<file path="config.mk">
export PLATFORM = sky130hd
export DESIGN_NAME = lut_code_sel
export DESIGN_NICKNAME = d
export VERILOG_FILES = /design/src/rtl/lutsel_pkg.sv /design/src/rtl/lutsel_ctrl.sv /design/src/rtl/lutsel_path.sv /design/src/rtl/lut_code_sel.sv
export SDC_FILE = /design/constraint.sdc
export NUM_CORES = 1
export LEC_CHECK = 0
export ABC_CLOCK_PERIOD_IN_PS = 2100
export BUFFER_PORTS_ARGS = -buffer_cell sky130_fd_sc_hd__buf_4
export CAP_MARGIN = 15
export CORE_MARGIN = 5
export CORE_UTILIZATION = 48
export DETAILED_ROUTE_END_ITERATION = 6
export PLACE_DENSITY = 0.93
export SLEW_MARGIN = 5
export SYNTH_ARGS = -nofsm -noshare
export SYNTH_HDL_FRONTEND = slang
export SYNTH_SLANG_ARGS = --single-unit
</file>
<file path="constraint.sdc">
create_clock -name clk -period 2.1 [get_ports clk]
set_input_delay 0.42 -clock clk [delete_from_list [all_inputs] [get_ports clk]]
set_output_delay 0.42 -clock clk [all_outputs]
set_load 0.01 [all_outputs]
</file>
<file path="src/rtl/lutsel_pkg.sv">
package lutsel_pkg;
  typedef struct packed {
    logic issueRead;
    logic useManual;
    logic useLive;
    logic capture;
    logic takeDirect;
  } selStrobes_t;
endpackage

</file>
<file path="src/rtl/lutsel_ctrl.sv">
module lutsel_ctrl
  import lutsel_pkg::*;
#(
  parameter int ROW_W = 6
) (
  input  logic             clk,
  input  logic             rstN,
  input  logic             sampleValid,
  input  logic             modeRowSel,
  input  logic             modeDirect,
  input  logic [ROW_W-1:0] manualRow,
  output selStrobes_t      strobes
);
  logic             prevRowSel;
  logic             prevDirect;
  logic [ROW_W-1:0] prevManual;
  logic             readPending;
  logic             modeChanged;
  logic             manualChanged;
  logic             wantRead;

  always_comb begin
    modeChanged   = (modeRowSel != prevRowSel) || (modeDirect != prevDirect);
    manualChanged = (manualRow != prevManual);
    wantRead      = !modeDirect &&
                    (modeChanged || (modeRowSel ? manualChanged : sampleValid));
    strobes.issueRead  = wantRead;
    strobes.useManual  = modeRowSel;
    strobes.useLive    = sampleValid;
    strobes.capture    = readPending && !modeDirect;
    strobes.takeDirect = modeDirect;
  end

  always_ff @(posedge clk) begin
    if (!rstN) begin
      prevRowSel  <= 1'b0;
      prevDirect  <= 1'b0;
      prevManual  <= '0;
      readPending <= 1'b0;
    end else begin
      prevRowSel  <= modeRowSel;
      prevDirect  <= modeDirect;
      prevManual  <= manualRow;
      readPending <= wantRead;
    end
  end
endmodule

</file>
<file path="src/rtl/lutsel_path.sv">
module lutsel_path
  import lutsel_pkg::*;
#(
  parameter int ROW_W  = 6,
  parameter int CODE_W = 8,
  parameter int FS_W   = 2
) (
  input  logic              clk,
  input  logic              rstN,
  input  selStrobes_t       strobes,
  input  logic [ROW_W-1:0]  sampleVal,
  input  logic [ROW_W-1:0]  manualRow,
  input  logic [CODE_W-1:0] directCode,
  input  logic              dirSink,
  input  logic [FS_W-1:0]   fsSel,
  input  logic [CODE_W-1:0] tblData,
  output logic              tblRd,
  output logic [ROW_W-1:0]  tblAddr,
  output logic [CODE_W-1:0] dacCode,
  output logic              sinkFlag,
  output logic [FS_W-1:0]   fullScale
);
  logic [ROW_W-1:0] lastSample;

  always_comb begin
    tblRd = strobes.issueRead;
    if (strobes.useManual)    tblAddr = manualRow;
    else if (strobes.useLive) tblAddr = sampleVal;
    else                      tblAddr = lastSample;
  end

  always_ff @(posedge clk) begin
    if (!rstN) begin
      lastSample <= '0;
      dacCode    <= '0;
      sinkFlag   <= 1'b0;
      fullScale  <= '0;
    end else begin
      if (strobes.useLive) lastSample <= sampleVal;
      if (strobes.takeDirect)   dacCode <= directCode;
      else if (strobes.capture) dacCode <= tblData;
      sinkFlag  <= dirSink;
      fullScale <= fsSel;
    end
  end
endmodule

</file>
<file path="src/rtl/lut_code_sel.sv">
module lut_code_sel
  import lutsel_pkg::*;
#(
  parameter int ROW_W  = 6,
  parameter int CODE_W = 8,
  parameter int FS_W   = 2
) (
  input  logic              clk,
  input  logic              rstN,
  input  logic [ROW_W-1:0]  sampleVal,
  input  logic              sampleValid,
  input  logic              modeRowSel,
  input  logic              modeDirect,
  input  logic [ROW_W-1:0]  manualRow,
  input  logic [CODE_W-1:0] directCode,
  input  logic              dirSink,
  input  logic [FS_W-1:0]   fsSel,
  output logic              tblRd,
  output logic [ROW_W-1:0]  tblAddr,
  input  logic [CODE_W-1:0] tblData,
  output logic [CODE_W-1:0] dacCode,
  output logic              sinkFlag,
  output logic [FS_W-1:0]   fullScale
);
  selStrobes_t strobes;

  lutsel_ctrl #(.ROW_W(ROW_W)) u_ctrl (
    .clk(clk), .rstN(rstN), .sampleValid(sampleValid),
    .modeRowSel(modeRowSel), .modeDirect(modeDirect),
    .manualRow(manualRow), .strobes(strobes)
  );

  lutsel_path #(.ROW_W(ROW_W), .CODE_W(CODE_W), .FS_W(FS_W)) u_path (
    .clk(clk), .rstN(rstN), .strobes(strobes),
    .sampleVal(sampleVal), .manualRow(manualRow), .directCode(directCode),
    .dirSink(dirSink), .fsSel(fsSel), .tblData(tblData),
    .tblRd(tblRd), .tblAddr(tblAddr), .dacCode(dacCode),
    .sinkFlag(sinkFlag), .fullScale(fullScale)
  );
endmodule

</file>
==> results.sh <==
export IMPL_cp_max_fo=2
export IMPL_drc=0
export IMPL_die_x_um=58.0
export IMPL_status="finished clean"
export IMPL_yosys_top_cells_area="dfxtp_1 47%, mux2_2 11%, mux2_4 6.8%"
export IMPL_grt_util_all_layers_pct=17.5
export IMPL_synth_seq_cells=26
export IMPL_power_internal_uw=843
export IMPL_synthCells=105
export IMPL_ir_drop_mv=0.560
export IMPL_synth_top_family_by_area="multiplexers"
export IMPL_layout_nets=195
export IMPL_grt_max_degree=18
export IMPL_die_y_um=58.0
export IMPL_final_common_cell="buf_4"
export IMPL_crit_type="reg -> out"
export IMPL_critPathCapture="tblRd"
export IMPL_regToRegSetupSlack_ps=890
export IMPL_rows=17
export IMPL_finalWirelength_mm=2.83
export IMPL_critPathLaunch="u_ctrl.prevManual[5]"
export IMPL_syn_to_final_growth_pct=41.4
export IMPL_cp_num_buf_inv=1
export IMPL_place_area_um2=1510
export IMPL_final_max_slew_viol_count=0
export IMPL_ys_types=22
export IMPL_ioPinCount=54
export IMPL_clock_fmax_mhz=507
export IMPL_worstSetupPathDepth=4
export IMPL_layout_drive_gt1_share_pct=50.0
export IMPL_start_util_pct=50.0
export IMPL_p_leak_uw=0.000767
export IMPL_dp_hpwl_mm=2.10
export IMPL_cap_violations=0
export IMPL_cts_root_buf="clkbuf_4"
export IMPL_yosys_warnings=0
export IMPL_final_cell_mix="54 x buf_4, 26 x dfxtp_1, 14 x nand2_1"
export IMPL_ys_seq_area_share_pct=47.1
export IMPL_antenna_cells=0
export IMPL_worst_setup_path_end_kind="primary output"
export IMPL_p_comb_share_pct=19.3
export IMPL_p_seq_share_pct=49.2
export IMPL_cellPowerDensity_nw_per_um2=701
export IMPL_clock_skew_ps=10.3
export IMPL_cts_max_level=1
export IMPL_cp_cell_sequence="xor2_1 -> nor4_1 -> a21oi_1 -> buf_4"
export IMPL_cts_repair_resize_count=0
export IMPL_critPathArrivalTime_ps=1550
export IMPL_synth_adder_area_share_pct=0
export IMPL_slew_limit_headroom_pct=65.8
export IMPL_cts_sinks=26
export IMPL_first_iter_violations=12
export IMPL_core_um2=2210
export IMPL_power_uw=1100
export IMPL_postCtsSetupRepairBufs=0
export IMPL_swShare_pct=23.1
export IMPL_clk_latency_ps=320
export IMPL_postRouteAntennaNets=0
export IMPL_period_minus_slack_ps=1970
export IMPL_r2r_start="u_ctrl.readPending"
export IMPL_syn_area_um2=1110
export IMPL_regArea_um2=520
export IMPL_avgSynthCellArea_um2=10.5
export IMPL_hp_class="in -> reg"
export IMPL_grt_pass1_vias=959
export IMPL_netlist_area_leader_share_pct=47.1
export IMPL_grt_antenna_before_repair=0
export IMPL_synth_compound_area_share_pct=6.45
export IMPL_critPathRequiredTime_ps=1680
export IMPL_port_buffers=53
export IMPL_crit_family="simple AND/OR/NAND/NOR gates"
export IMPL_fin_ws_ps=128
export IMPL_synth_xor_area_share_pct=4.75
export IMPL_hold_viol=0
export IMPL_routedWlPerCell_um=15.2
export IMPL_tns_ps=0
export IMPL_avgViaCountPerCell=4.97
export IMPL_die_area_um2=3360
export IMPL_period_share_pct=93.9
export IMPL_rr_worst_depth=3
export IMPL_holdWs_ps=290
export IMPL_synthSimpleGateAreaFrac_pct=16.0
export IMPL_fill_cells=175
export IMPL_first_pass_iters=3
export IMPL_cts_hold_buf=0
export IMPL_numCtsBuffers=3
export IMPL_setup_violations=0
export IMPL_gr_total_overflow=0
export IMPL_crit_reg2reg_capture="u_path.dacCode[5]"
export IMPL_syn_num_nets=141
export IMPL_start_kind="flip-flop"
export IMPL_clock_power_share_pct=31.6
export IMPL_gp_congestion=0.721
export IMPL_worstMarginPinSlew_ps=507
export IMPL_vias=925
export IMPL_cp_slowest_cell="nor4_1"
export IMPL_grt_pass1_wl_mm=4.45
export IMPL_rsz0062_at_grt="false"
export IMPL_cts_max_path_buffers=2
export IMPL_clk_pin_slew_ps=150
export IMPL_synth_top_cell_by_area="dfxtp_1"
export IMPL_max_stage_delay_ps=400
export IMPL_switchingPower_uw=253
export IMPL_cts_tree="built"
export IMPL_fin_area_um2=1560
export IMPL_multiInputGateArea_um2=539
export IMPL_synthMuxAreaShare_pct=21.6
export IMPL_pre_cts_slack_ps=325
==> power by group through the flow <==
stage	registers [uW]	clock network, uW	logic (uW)
2_1_floorplan	550	0	100
3_3_place_gp	547	0	201
3_5_place_dp	549	0	209
4_1_cts	539	347	212
5_1_grt	541	367	228
6_report	539	346	211
==> cells in the mapped netlist <==
cell type	n
dfxtp_1	26
nand2_1	14
mux2_2	11
and2_1	9
a21oi_1	7
xor2_1	6
and2_2	5
mux2_4	5
mux2i_1	4
nor2_1	3
buf_4	2
inv_1	2
o211a_1	2
a211oi_1	1
buf_2	1
buf_6	1
clkbuf_1	1
clkinv_1	1
nand3b_1	1
nor3_1	1
nor4_1	1
o41ai_1	1
==> cells by family after synthesis <==
| logic type | after synthesis |
|---|---|
| AO/OA/AOI/OAI | 11 |
| XOR/XNOR | 6 |
| buffers and inverters | 8 |
| flip-flops | 26 |
| multiplexers | 20 |
| AND/OR/NAND/NOR | 34 |
==> worst register-to-register path, stage by stage, from the launching register on <==
cell and delay [ps]:
dfxtp_1 570, mux2_2 390, nand2_1 80, a21oi_1 70
==> metal layers <==
| metal | GRT usage [%] | wire, um | vias up |
|---|---|---|---|
| met2 | 32.9 | 1590 | 21 |
| met3 | 3.56 | 129 | 4 |
| met5 | 0 | 0 | - |
| met1 | 19.2 | 1080 | 444 |
| met4 | 5.96 | 36 | 0 |
| li1 | - | - | 456 |
==> layout make-up <==
cell class              instances  area share, %
clock buffers                   3           1.44
clock inverters                 1           1.92
inverters                       3          0.720
multi-input cells              71           34.5
flip-flops and latches         26           33.3
well taps                      28           2.24
repair buffers                 54           25.9
==> worst min path at each step <==
stage	startpoint	end	depth (start not counted)
finish	fsSel[1]	u_path.fullScale[1]	2
global route	fsSel[1]	u_path.fullScale[1]	2
CTS	fsSel[1]	u_path.fullScale[1]	2
detailed placement	u_path.lastSample[4]	u_path.lastSample[4]	2
global placement	u_path.lastSample[4]	u_path.lastSample[4]	2
floorplan	u_path.lastSample[4]	u_path.lastSample[4]	2
==> state kept, by name, indices dropped and copies added, names as in the netlist <==
signal              flops
u_path.lastSample       6
u_path.fullScale        2
u_path.sinkFlag         1
u_ctrl.prevRowSel       1
u_ctrl.readPending      1
u_path.dacCode          8
u_ctrl.prevDirect       1
u_ctrl.prevManual       6
==> stage by stage <==
step,cells,utilization (%)
after floorplan,105,-
after CTS,186,70.7
after detailed placement,182,68.3
final,186,70.7
after global routing,186,70.7
after global placement,182,68.3
Note: power is estimated with default switching activity, not from simulation.
